### config.mk
export PLATFORM = sky130hd
export DESIGN_NAME = bdma_engine
export DESIGN_NICKNAME = d
export VERILOG_FILES = /design/src/rtl/bdma_pkg.sv /design/src/rtl/bdma_addr_gen.sv /design/src/rtl/bdma_wait_timer.sv /design/src/rtl/bdma_engine.sv
export SDC_FILE = /design/constraint.sdc
export NUM_CORES = 1
export LEC_CHECK = 0
export BUFFER_PORTS_ARGS = -buffer_cell sky130_fd_sc_hd__buf_2
export CORE_UTILIZATION = 48
export CTS_CLUSTER_DIAMETER = 40
export DETAILED_ROUTE_END_ITERATION = 12
export HOLD_SLACK_MARGIN = 0.03
export PLACE_DENSITY = 0.77
export SLEW_MARGIN = 20
export SYNTH_ARGS = -nofsm -noshare
export SYNTH_HDL_FRONTEND = slang
export SYNTH_SLANG_ARGS = --single-unit
### constraint.sdc
create_clock -name clk -period 2.05 [get_ports clk]
set_clock_uncertainty 0.15 [all_clocks]
set_input_delay 0.3075 -clock clk [delete_from_list [all_inputs] [get_ports clk]]
set_output_delay 0.3075 -clock clk [all_outputs]
set_load 0.05 [all_outputs]
### src/rtl/bdma_pkg.sv
package bdma_pkg;
    localparam int PAGE_W  = 8;
    localparam int OFF_W   = 14;
    localparam int EADDR_W = PAGE_W + OFF_W;
    localparam int CNT_W   = 14;
    localparam int IADDR_W = 14;
    localparam int WAIT_W  = 4;
    localparam int BYTE_W  = 8;
    localparam int WORD_W  = 3 * BYTE_W;

    typedef enum logic [1:0] {
        FMT_PM24  = 2'd0,
        FMT_DM16  = 2'd1,
        FMT_DM8HI = 2'd2,
        FMT_DM8LO = 2'd3
    } fmt_e;

    typedef enum logic [1:0] {
        SEL_CTRL  = 2'd0,
        SEL_IADDR = 2'd1,
        SEL_EOFF  = 2'd2,
        SEL_COUNT = 2'd3
    } sel_e;

    typedef enum logic [1:0] {
        ST_IDLE,
        ST_ARB,
        ST_ACC,
        ST_MEM
    } state_e;

    // control word low byte: wait[7:4] ctx[3] dir[2] fmt[1:0]
    typedef struct packed {
        logic [WAIT_W-1:0] wait_n;
        logic              ctx;
        logic              dir;
        fmt_e              fmt;
    } ctrl_t;

    // index of the last byte within one word
    function automatic logic [1:0] last_byte(input fmt_e f);
        case (f)
            FMT_PM24: return 2'd2;
            FMT_DM16: return 2'd1;
            default:  return 2'd0;
        endcase
    endfunction

    // assembled shift register -> on-chip word
    function automatic logic [WORD_W-1:0] pack_word(input fmt_e f, input logic [WORD_W-1:0] sh);
        case (f)
            FMT_PM24:  return sh;
            FMT_DM16:  return {8'h00, sh[15:0]};
            FMT_DM8HI: return {8'h00, sh[7:0], 8'h00};
            default:   return {16'h0000, sh[7:0]};
        endcase
    endfunction

    // on-chip word -> shift register with first byte on top
    function automatic logic [WORD_W-1:0] align_word(input fmt_e f, input logic [WORD_W-1:0] w);
        case (f)
            FMT_PM24:  return w;
            FMT_DM16:  return {w[15:0], 8'h00};
            FMT_DM8HI: return {w[15:8], 16'h0000};
            default:   return {w[7:0], 16'h0000};
        endcase
    endfunction
endpackage

### src/rtl/bdma_addr_gen.sv
module bdma_addr_gen #(
    parameter int PAGE_W = 8,
    parameter int OFF_W  = 14,
    localparam int AW    = PAGE_W + OFF_W
) (
    input  logic              clk,
    input  logic              rst,
    input  logic              ld_page,
    input  logic [PAGE_W-1:0] page_d,
    input  logic              ld_off,
    input  logic [OFF_W-1:0]  off_d,
    input  logic              inc,
    output logic [AW-1:0]     addr
);
    logic [PAGE_W-1:0] page_q;
    logic [OFF_W-1:0]  off_q;

    always_ff @(posedge clk) begin
        if (rst) begin
            page_q <= '0;
            off_q  <= '0;
        end else if (inc) begin
            {page_q, off_q} <= {page_q, off_q} + AW'(1);
        end else begin
            if (ld_page) page_q <= page_d;
            if (ld_off)  off_q  <= off_d;
        end
    end

    assign addr = {page_q, off_q};
endmodule

### src/rtl/bdma_wait_timer.sv
module bdma_wait_timer #(
    parameter int W = 4
) (
    input  logic         clk,
    input  logic         rst,
    input  logic         start,
    input  logic [W-1:0] wait_n,
    output logic         active,
    output logic         last
);
    logic [W-1:0] cnt_q;
    logic         act_q;

    assign active = act_q;
    assign last   = act_q && (cnt_q == wait_n);

    always_ff @(posedge clk) begin
        if (rst) begin
            act_q <= 1'b0;
            cnt_q <= '0;
        end else if (start) begin
            act_q <= 1'b1;
            cnt_q <= '0;
        end else if (last) begin
            act_q <= 1'b0;
        end else if (act_q) begin
            cnt_q <= cnt_q + W'(1);
        end
    end
endmodule

### src/rtl/bdma_engine.sv
module bdma_engine import bdma_pkg::*; #(
    parameter logic [CNT_W-1:0]  BOOT_WORDS = 14'd32,
    parameter logic [WAIT_W-1:0] BOOT_WAIT  = 4'd15
) (
    input  logic               clk,
    input  logic               rst,
    input  logic               reg_we,
    input  logic [1:0]         reg_sel,
    input  logic [15:0]        reg_wdata,
    output logic [CNT_W-1:0]   count_o,
    output logic [EADDR_W-1:0] bm_addr,
    output logic               bm_rd,
    output logic               bm_wr,
    output logic [BYTE_W-1:0]  bm_wdata,
    input  logic [BYTE_W-1:0]  bm_rdata,
    input  logic               ext_busy,
    output logic               im_req,
    output logic               im_we,
    output logic               im_pm,
    output logic [IADDR_W-1:0] im_addr,
    output logic [WORD_W-1:0]  im_wdata,
    input  logic [WORD_W-1:0]  im_rdata,
    input  logic               im_gnt,
    output logic               core_hold,
    output logic               core_restart,
    output logic               irq
);
    ctrl_t              ctrl_q;
    state_e             state_q;
    logic [CNT_W-1:0]   cnt_q;
    logic [IADDR_W-1:0] iaddr_q;
    logic [1:0]         bidx_q;
    logic [WORD_W-1:0]  sh_q;
    logic               irq_q;
    logic               restart_q;

    logic idle, wr_ok, tmr_start, tmr_active, tmr_last, word_end;

    assign idle      = (state_q == ST_IDLE);
    assign wr_ok     = reg_we && idle;
    assign tmr_start = (state_q == ST_ARB) && !ext_busy;
    assign word_end  = (bidx_q == last_byte(ctrl_q.fmt));

    bdma_addr_gen #(.PAGE_W(PAGE_W), .OFF_W(OFF_W)) u_addr (
        .clk     (clk),
        .rst     (rst),
        .ld_page (wr_ok && (reg_sel == SEL_CTRL)),
        .page_d  (reg_wdata[15:8]),
        .ld_off  (wr_ok && (reg_sel == SEL_EOFF)),
        .off_d   (reg_wdata[OFF_W-1:0]),
        .inc     ((state_q == ST_ACC) && tmr_last),
        .addr    (bm_addr)
    );

    bdma_wait_timer #(.W(WAIT_W)) u_wait (
        .clk    (clk),
        .rst    (rst),
        .start  (tmr_start),
        .wait_n (ctrl_q.wait_n),
        .active (tmr_active),
        .last   (tmr_last)
    );

    always_ff @(posedge clk) begin
        if (rst) begin
            ctrl_q    <= '{wait_n: BOOT_WAIT, ctx: 1'b1, dir: 1'b0, fmt: FMT_PM24};
            state_q   <= ST_ARB;
            cnt_q     <= BOOT_WORDS;
            iaddr_q   <= '0;
            bidx_q    <= '0;
            sh_q      <= '0;
            irq_q     <= 1'b0;
            restart_q <= 1'b0;
        end else begin
            irq_q     <= 1'b0;
            restart_q <= 1'b0;
            if (wr_ok) begin
                case (sel_e'(reg_sel))
                    SEL_CTRL:  ctrl_q  <= ctrl_t'(reg_wdata[7:0]);
                    SEL_IADDR: iaddr_q <= reg_wdata[IADDR_W-1:0];
                    SEL_EOFF:  ;
                    SEL_COUNT: begin
                        cnt_q  <= reg_wdata[CNT_W-1:0];
                        bidx_q <= '0;
                        if (reg_wdata[CNT_W-1:0] != '0)
                            state_q <= ctrl_q.dir ? ST_MEM : ST_ARB;
                    end
                    default: ;
                endcase
            end
            case (state_q)
                ST_ARB: if (!ext_busy) state_q <= ST_ACC;
                ST_ACC: if (tmr_last) begin
                    sh_q <= {sh_q[WORD_W-BYTE_W-1:0], ctrl_q.dir ? 8'h00 : bm_rdata};
                    if (!word_end) begin
                        bidx_q  <= bidx_q + 2'd1;
                        state_q <= ST_ARB;
                    end else begin
                        bidx_q <= '0;
                        if (!ctrl_q.dir) begin
                            state_q <= ST_MEM;
                        end else begin
                            cnt_q <= cnt_q - CNT_W'(1);
                            if (cnt_q == CNT_W'(1)) begin
                                state_q   <= ST_IDLE;
                                irq_q     <= 1'b1;
                                restart_q <= ctrl_q.ctx;
                            end else begin
                                state_q <= ST_MEM;
                            end
                        end
                    end
                end
                ST_MEM: if (im_gnt) begin
                    iaddr_q <= iaddr_q + IADDR_W'(1);
                    if (ctrl_q.dir) begin
                        sh_q    <= align_word(ctrl_q.fmt, im_rdata);
                        state_q <= ST_ARB;
                    end else begin
                        cnt_q <= cnt_q - CNT_W'(1);
                        if (cnt_q == CNT_W'(1)) begin
                            state_q   <= ST_IDLE;
                            irq_q     <= 1'b1;
                            restart_q <= ctrl_q.ctx;
                        end else begin
                            state_q <= ST_ARB;
                        end
                    end
                end
                default: ;
            endcase
        end
    end

    assign count_o      = cnt_q;
    assign bm_rd        = tmr_active && !ctrl_q.dir;
    assign bm_wr        = tmr_active && ctrl_q.dir;
    assign bm_wdata     = sh_q[WORD_W-1 -: BYTE_W];
    assign im_req       = (state_q == ST_MEM);
    assign im_we        = !ctrl_q.dir;
    assign im_pm        = (ctrl_q.fmt == FMT_PM24);
    assign im_addr      = iaddr_q;
    assign im_wdata     = pack_word(ctrl_q.fmt, sh_q);
    assign core_hold    = !idle && ctrl_q.ctx;
    assign core_restart = restart_q;
    assign irq          = irq_q;
endmodule

After elaboration in Yosys (flattened, before gate mapping)
Cells that the tools add are included.
- register bits after elaboration: 93
- word-level logic and storage cells: 117
- add/subtract/negate cells: 5
- equality and inequality tests: 14
- mux-type cells: 58
- bitwise gates (word level): 1
- reduce and logical (&&, ||, !) cells: 24
- operators by type and width (operator ; number):
    14-bit 2-to-1 mux ; 13
    24-bit one-hot mux with 3 select lines ; 2
    24-bit 2-to-1 mux ; 3
    24-bit one-hot mux with 2 select lines ; 1
    2-bit 2-to-1 mux ; 15
    14-bit one-hot mux with 2 select lines ; 1
    8-bit 2-to-1 mux ; 3
    22-bit by 1-bit adder with 22-bit output (second input constant) ; 1
    1-bit 2-to-1 mux ; 16
    14-bit by 1-bit adder with 14-bit output (second input constant) ; 1
    14-bit by 1-bit equality test with 1-bit output (second input constant) ; 1
    14-bit nonzero test ; 1
    14-bit by 1-bit subtractor with 14-bit output (second input constant) ; 1
    2-bit equality test (second input constant) ; 5
    1-bit logical AND ; 9
    2-bit nonzero test ; 4
    2-bit by 1-bit equality test with 1-bit output (second input constant) ; 3
    2-bit logical NOT ; 3
    2-bit one-hot mux with 3 select lines ; 1
    4-bit by 1-bit adder with 4-bit output (second input constant) ; 1
    4-bit equality test ; 1
    2-bit by 1-bit inequality test with 1-bit output (second input constant) ; 2
    1-bit one-hot mux with 2 select lines ; 2
    2-bit one-hot mux with 2 select lines ; 1
    other kinds (8) ; 11

Longest topological paths before layout
Gate-level depths: netlist of the first run.
- depth after elaboration: 7
- gate-level depth with buffers: 9
- gate-level depth less buffers: 7

By module
From an unflattened synthesis of the first run, not the netlist that was laid out.
- cells, all modules: 724
- area total of the unflattened synthesis: 5830.6 um^2
- by module, submodules not included (module ; times used ; cells each ; area each (um^2) ; sequential area each (um^2)):
    bdma_engine ; 1 ; 529 ; 4184.0 ; 1321.3
    bdma_addr_gen ; 1 ; 165 ; 1365.1 ; 440.4
    bdma_wait_timer ; 1 ; 30 ; 281.5 ; 100.1

Least setup slack after synthesis of the first run
OpenSTA, ideal clock, no wires.
- kind: register -> output
- from: register ctrl_q[1] (netlist name)
- to: output im_wdata[10]
- arrival: 2.208 ns
- required time: 1.592 ns
- slack: -0.616 ns
- stages on the path, launching flop included: 6
- buffers on the path: 4
- cells stage by stage: dfxtp_1 -> clkbuf_1 -> buf_2 -> clkbuf_1 -> clkbuf_1 -> o21ai_0
- longest elaborated chain between the ends: 2
- elaborated cells between the ends (all ways): 4
- classes of those cells: eq/ne: 2; mux: 1; reduce/logical: 1
- RTL lines (what ; line ; source):
    start: declaration ; bdma_engine.sv:28 ; ctrl_t ctrl_q;
    start signal: assignment ; bdma_engine.sv:66 ; ctrl_q <= '{wait_n: BOOT_WAIT, ctx: 1'b1, dir: 1'b0, fmt: FMT_PM24};
    start signal: assignment ; bdma_engine.sv:79 ; SEL_CTRL: ctrl_q <= ctrl_t'(reg_wdata[7:0]);
    2-bit equality test, or another cell as far along ; bdma_pkg.sv:51 ; case (f)
    24-bit one-hot mux with 3 select lines (*) ; bdma_pkg.sv:51 ;
    end: declaration ; bdma_engine.sv:21 ; output logic [WORD_W-1:0] im_wdata,
Mark *: on every way between the ends. The rest lies on a longest branch, timed or not.

Worst setup path after layout of the first run
- from: register cnt_q[5] (netlist: count_o[5])
- to: register state_q[1]
- longest elaborated chain between the ends: 6
- RTL lines (what ; line ; source):
    start: declaration ; bdma_engine.sv:30 ; logic [CNT_W-1:0] cnt_q;
    start signal: assignment ; bdma_engine.sv:83 ; cnt_q <= reg_wdata[CNT_W-1:0];
    start signal: assignment ; bdma_engine.sv:103 ; cnt_q <= cnt_q - CNT_W'(1);
    start signal: assignment ; bdma_engine.sv:120 ; cnt_q <= cnt_q - CNT_W'(1);
    14-bit by 1-bit equality test with 1-bit output ; bdma_engine.sv:104 ; if (cnt_q == CNT_W'(1)) begin
    2-bit 2-to-1 mux ; bdma_engine.sv:104 ;
    2-bit 2-to-1 mux ; bdma_engine.sv:100 ; if (!ctrl_q.dir) begin
    2-bit 2-to-1 mux ; bdma_engine.sv:95 ; if (!word_end) begin
    2-bit 2-to-1 mux ; bdma_engine.sv:93 ; ST_ACC: if (tmr_last) begin
    2-bit one-hot mux with 3 select lines ; bdma_engine.sv:91 ; case (state_q)
    end signal: assignment ; bdma_engine.sv:86 ; state_q <= ctrl_q.dir ? ST_MEM : ST_ARB;
    end: declaration ; bdma_engine.sv:29 ; state_e state_q;
Every way passes these cells.
A chain may end at the register's enable or synchronous reset.

==> impl_metrics.json, run 1 <==
{
  "outcome": "completed",
  "hpwl_um": 12800,
  "final_layout_size_suffix_gt1_share_pct": 34.9,
  "place_area_mm2": 0.00667,
  "path_max_fanout": 4,
  "grt_use_total_pct": 29.2,
  "drt-vias-per-instance": 6.19,
  "final_nets": 939,
  "routed_wl_um": 18200,
  "synth.distinct_cells": 63,
  "pre_cts_slack_ns": -0.0606,
  "ys_top_cells_by_count": "93 x dfxtp_1, 87 x nor2_1, 65 x nand2_1, 54 x a21oi_1, 42 x a211oi_1",
  "cp-end-kind": "register",
  "cts_tree": "built",
  "synth_top_area_share_pct": 33.7,
  "finalHoldViolCount": 0,
  "syn_nets": 775,
  "total_power_mw": 4.29,
  "report.final.slew_viol_count": 0,
  "critical_path_class": "register to register",
  "clock_latency_ns": 0.34,
  "synth_area_leaders": "dfxtp_1 34%, nor2_1 5.9%, a211oi_1 5.7%, a21oi_1 4.9%, nand2_1 4.4%",
  "synth_edf_count": 0,
  "power.density_mw_per_mm2": 591,
  "crit_start": "count_o[5]",
  "overflow": 0,
  "finalCritPeriodShare_pct": 98.9,
  "gp_congestion": 0.938,
  "fp-row-count": 38,
  "initialDrtViolationCount": 507,
  "cts_sinks": 93,
  "syn_inst": 715,
  "tns_ns": 0,
  "rrSetupSlack_ns": 0.02,
  "num_vias": 6329,
  "clockRootBuffer": "clkbuf_16",
  "die_w_um": 109,
  "cts_made_buffers": 9,
  "ant_nets": 0,
  "syn_to_final_growth_pct": 31.5,
  "setup_viol": 0,
  "crit_required_ns": 2.13,
  "synth_warnings": 0,
  "synth.largest_area_cell": "dfxtp_1",
  "worst_ep_arrival_time_ns": 2.11,
  "min_path_type": "input pin to register",
  "start_kind": "register",
  "syn-cell-area_mm2": 0.00552,
  "design_area_mm2": 0.00726,
  "ios": 145,
  "die-height_um": 109,
  "fin_ws_ns": 0.0234,
  "placed_cells": 997,
  "grt_pass1_vias": 5685,
  "cts-htree-levels": 3,
  "port_buffers": 144,
  "holdWs_ns": 0.0954,
  "max_slew_margin_pct": 61.1,
  "drc_errors": 0,
  "cp_cell_sequence": "or4_4 -> nor4_4 -> nand4_4 -> o21a_1 -> o31ai_2 -> a21oi_1",
  "grt_pass1_wl_um": 27300,
  "ys_ff_latch": 93,
  "avgSynthCellArea_um2": 7.72,
  "fin_crit_ns": 2.03,
  "final_util_pct": 65.8,
  "maxCapViolCount": 0,
  "dieArea_mm2": 0.0119,
  "final_cells": 1023,
  "drt-pass1-iter-count": 6,
  "r2r-end": "state_q[1]",
  "critPathTopFamily": "simple AND/OR/NAND/NOR gates",
  "clk_path_buf_depth": 2,
  "timing.rr.start": "count_o[5]",
  "async_reset_ff_share_pct": 0,
  "grt_max_degree": 45,
  "core_mm2": 0.0110,
  "crit_cells": 6,
  "crit_path_top_delay_cell": "or4_4",
  "crit_end": "state_q[1]",
  "synth_ff_type": "dfxtp_1",
  "max_stage_delay_ns": 0.55,
  "worstMarginPinSlew_ns": 0.583,
  "initial_utilization_pct": 50.1,
  "wire_per_inst_um": 17.8,
  "num_antenna_cells": 0,
  "yosysSeqAreaShare_pct": 33.7,
  "critPathBufInv": 0,
  "antenna_found_initial": 0,
  "synth.most_common_cell": "dfxtp_1",
  "reg2regPathDepth": 6,
  "p_leak_nw": 2.92,
  "clkSlewWorstSetupHoldPaths_ns": 0.06,
  "irDropWorstVdd_mv": 0.369,
  "fmax_ghz": 0.493,
  "rsz0062_at_grt": "true"
}
[worst min-delay path: stages]
cell     delay, ns
buf_2         0.11
nand2_1       0.05
a31oi_1       0.06
[power by group]
part	switching, mW	internal [mW]	leakage [nW]
Clock	0.700	0.845	0.127
Combinational	0.544	0.288	2.03
Sequential	0.0576	1.85	0.764
Total	1.30	2.99	2.92
[area by class of cell]
cell class,count,area [um2]
sequential,93,1900
inverter,22,86.3
fill,912,3770
clock inverter,4,25.0
multi-input combinational,542,3460
timing repair buffer,211,1370
clock buffer,11,243
tap,140,175
[flip-flops by register name, indices dropped and copies added, names as in the netlist]
register / flops
irq: 1
u_wait.active: 1
ctrl_q: 8
sh_q: 24
u_addr.page_q: 8
core_restart: 1
u_addr.off_q: 14
state_q: 2
count_o: 14
im_addr: 14
u_wait.cnt_q: 4
bidx_q: 2
[kinds of logic (layout without fill, tap and decap cells)]
| group | count (synthesis) | count (layout) | share of synthesized area [%] |
|---|---|---|---|
| AOI/OAI and AO/OA | 217 | 217 | 26.3 |
| xor gates and xnor gates | 7 | 7 | 1.11 |
| adders and majority gates | 5 | 5 | 1.13 |
| buffers and inverters | 81 | 248 | 7.02 |
| DFF | 93 | 93 | 33.7 |
| muxes | 17 | 17 | 3.26 |
| and+or+nand+nor | 295 | 296 | 27.4 |
[repair_timing]
item / 4_1_cts / 5_1_grt
setup endpoints to repair: 23 / 76
pin swaps: 0 / 13
gates cloned: 0 / 4
resized for setup: 15 / 33
hold buffers: 0 / 0
setup buffers: 1 / 6
[routing by layer]
metal / global-route usage [%] / share of wire [%] / vias up / wire length, um
li1: - / - / 2953 / -
met1: 37.9 / 41 / 2933 / 7420
met2: 46.5 / 46 / 390 / 8430
met3: 5.38 / 9.6 / 53 / 1740
met4: 14.2 / 3.6 / 0 / 649
met5: 0 / 0 / - / 0
[how the worst min path moves through the flow]
stage                        from               end  cells after the start
CTS                 reg_wdata[14]  u_addr.page_q[6]                      3
detailed placement      ctrl_q[7]         ctrl_q[7]                      2
global placement        ctrl_q[6]         ctrl_q[6]                      2
global route        reg_wdata[14]  u_addr.page_q[6]                      3
floorplan            reg_wdata[3]         ctrl_q[3]                      2
finish              reg_wdata[14]  u_addr.page_q[6]                      3
[cells in the final DEF (no fill, tap or decap), drive strengths merged, types with 3 or more instances in the layout]
master      n
inv        21
nor4       11
o21ai      32
nor2       87
nor3b       4
o311ai      5
nand2b      3
buf       208
o21a        3
o211ai      8
nand2      65
and2       22
a211oi     42
nand3b     15
or2         4
dfxtp      93
mux2i       9
nand4      12
mux2        8
ha          5
clkbuf     14
a32oi       3
a311oi      9
a31oi      19
and3        8
a22oi      23
or3         3
nand3      20
a221oi      6
clkinvlp    3
xnor2       5
a21oi      54
nor2b      12
or4         5
nor3       18
No activity file was read; power rests on OpenSTA's default activity.
==> run 2, diff against run 1 <==
Settings changed: CELL_PAD_IN_SITES_DETAIL_PLACEMENT from default to 1, CELL_PAD_IN_SITES_GLOBAL_PLACEMENT from default to 2, CORE_UTILIZATION 48 to 28, PLACE_DENSITY 0.77 to default, PLACE_DENSITY_LB_ADDON from default to 0.1, SYNTH_HIERARCHICAL from default to 1.
==> run 2 against run 1 <==
Against the previous run: the run now ends with setup timing left; critical path depth is 4 higher; clock power rose by 29%; first-iteration DRC count shrank 33%.
==> impl_metrics.json, run 2 <==
{
  "finalHoldViolCount": 0,
  "wire_per_inst_um": 20.5,
  "max_stage_delay_ns": 0.34,
  "synth_edf_count": 0,
  "grt_max_degree": 90,
  "synth_area_leaders": "dfxtp_1 32%, nand2_1 5.3%, mux2i_1 4.8%, nor2_1 3.9%, a21oi_1 2.7%",
  "reg2regPathDepth": 10,
  "cts_sinks": 93,
  "hold_start": "ext_busy",
  "fmax_ghz": 0.440,
  "critPathBufInv": 3,
  "ant_nets": 0,
  "clkSlewWorstSetupHoldPaths_ns": 0.07,
  "mostFrequentLayoutCell": "buf_2",
  "setup_viol": 65,
  "maxCapViolCount": 0,
  "yosysSeqAreaShare_pct": 31.9,
  "start_kind": "register",
  "syn_nets": 784,
  "fin_crit_ns": 2.27,
  "irDropWorstVdd_mv": 0.371,
  "hpwl_um": 18200,
  "drt-vias-per-instance": 5.46,
  "initialDrtViolationCount": 338,
  "rsz0062_at_grt": "true",
  "clock_latency_ns": 0.36,
  "final_cells": 1231,
  "timing.rr.start": "ctrl_q[6]",
  "syn_to_final_growth_pct": 47.9,
  "gp_congestion": 0.821,
  "synth.largest_area_cell": "dfxtp_1",
  "clk_path_buf_depth": 2,
  "cts_tree": "built",
  "fillers": 2440,
  "num_vias": 6720,
  "synth_ff_type": "dfxtp_1",
  "largest_reg_flops": 24,
  "grt_pass1_vias": 6930,
  "cp-end-kind": "register",
  "initial_utilization_pct": 28.7,
  "core_mm2": 0.0203,
  "holdWs_ns": 0.123,
  "synth_top_area_share_pct": 31.9,
  "fp-row-count": 52,
  "cts-htree-levels": 3,
  "clockRootBuffer": "clkbuf_16",
  "syn_inst": 724,
  "antenna_found_initial": 0,
  "grt_use_total_pct": 23.2,
  "final_cell_mix": "121 x buf_2, 114 x buf_4, 77 x nand2_1, 73 x dfxtp_1, 56 x nor2_1",
  "seq_area_mm2": 0.00189,
  "ys_ff_latch": 93,
  "die-height_um": 146,
  "synth.most_common_cell": "dfxtp_1",
  "critical_path_class": "register to register",
  "fin_ws_ns": -0.221,
  "final_util_pct": 42.5,
  "ys_top_cells_by_count": "93 x dfxtp_1, 82 x nand2_1, 60 x nor2_1, 32 x a21oi_1",
  "final_nets": 1016,
  "min_to": "state_q[0]",
  "port_buffers": 144,
  "critPathTopFamily": "simple AND/OR/NAND/NOR gates",
  "ios": 145,
  "overflow": 0,
  "hold_depth": 3,
  "syn-cell-area_mm2": 0.00583,
  "async_reset_ff_share_pct": 0,
  "multi_input_area_mm2": 0.00395,
  "crit_required_ns": 2.16,
  "place_area_mm2": 0.00757,
  "dieArea_mm2": 0.0214,
  "violations": "setup timing",
  "drc_errors": 0,
  "rrSetupSlack_ns": -0.22,
  "crit_path_top_delay_cell": "dfxtp_2",
  "pre_cts_slack_ns": -0.566,
  "cts_made_buffers": 9,
  "outcome": "finished, violations left",
  "final_layout_size_suffix_gt1_share_pct": 40.7,
  "min_path_type": "input pin to register",
  "total_power_mw": 4.86,
  "num_antenna_cells": 0,
  "worstMarginPinSlew_ns": 0.585,
  "largest-register": "sh_q",
  "die_w_um": 146,
  "r2r-end": "sh_q[16]",
  "p_leak_nw": 3.38,
  "design_area_mm2": 0.00862,
  "max_slew_margin_pct": 60.8,
  "power.density_mw_per_mm2": 564,
  "routed_wl_um": 25300,
  "avgSynthCellArea_um2": 8.05,
  "tns_ns": -7.65,
  "synth.distinct_cells": 79,
  "placed_cells": 1185,
  "finalCritPeriodShare_pct": 111,
  "worst_ep_arrival_time_ns": 2.38,
  "synth_warnings": 6,
  "drt-pass1-iter-count": 4,
  "path_max_fanout": 5,
  "report.final.slew_viol_count": 0,
  "grt_pass1_wl_um": 39300,
  "cp_cell_sequence": "xor2_2 -> nor4_2 -> and2_4 -> nand3b_1 -> buf_4 -> o21ai_4 -> buf_12 -> buf_6 -> nor2_1 -> a311oi_1",
  "crit_start": "ctrl_q[6]"
}
[run 2: cell families (layout without fill, tap and decap cells)]
group                      count (synthesis)  count (layout)  synth area share, %
buffers and inverters                     76             312                 6.29
adders and majority gates                  5               5                 1.07
muxes                                     30              30                 5.19
and+or+nand+nor                          322             323                 30.0
xor gates and xnor gates                   6               6                 1.03
AOI/OAI and AO/OA                        192             192                 24.5
DFF                                       93              93                 31.9
[run 2: routing by layer]
layer / GRT usage, % / up-vias / share of wire [%]
met1: 31.8 / 3368 / 47
li1: - / 3206 / -
met4: 5.99 / 0 / 1.1
met2: 38.7 / 129 / 48
met5: 0 / - / 0
met3: 2.56 / 17 / 3.2
[run 2: worst max path at each step]
stage                                   to  cells past startpoint
after floorplan           u_addr/off_q[12]                      9
after global placement     u_addr/off_q[9]                      9
after global routing      u_addr/off_q[12]                      9
final                             sh_q[16]                     10
after CTS                 u_addr/off_q[12]                      9
after detailed placement   u_addr/off_q[5]                      8
[run 2: cell type report]
type,count,share of cell area (%)
multi-input combinational,556,45.9
inverter,18,0.943
clock inverter,5,0.929
clock buffer,11,3.06
timing repair buffer,278,23.3
tap,270,3.92
sequential,93,22.0
[run 2: worst register-to-register path, cell delays in order (launching register included)]
cell and delay [ns]:
dfxtp_2 0.34, xor2_2 0.18, nor4_2 0.30, and2_4 0.20, nand3b_1 0.11, buf_4 0.19, o21ai_4 0.17, buf_12 0.17
buf_6 0.09, nor2_1 0.03, a311oi_1 0.26
[run 2: what timing repair did]
action,CTS,global route
pin swaps,27,21
hold buffers,0,0
gates cloned,0,3
buffers inserted,8,19
endpoints found under the setup margin,89,95
gates resized for setup,65,45
[run 2: power breakdown]
part	switching, mW	internal (mW)	total [mW]
logic	0.619	0.345	0.964
clock network	0.806	1.18	1.98
registers	0.0604	1.86	1.92
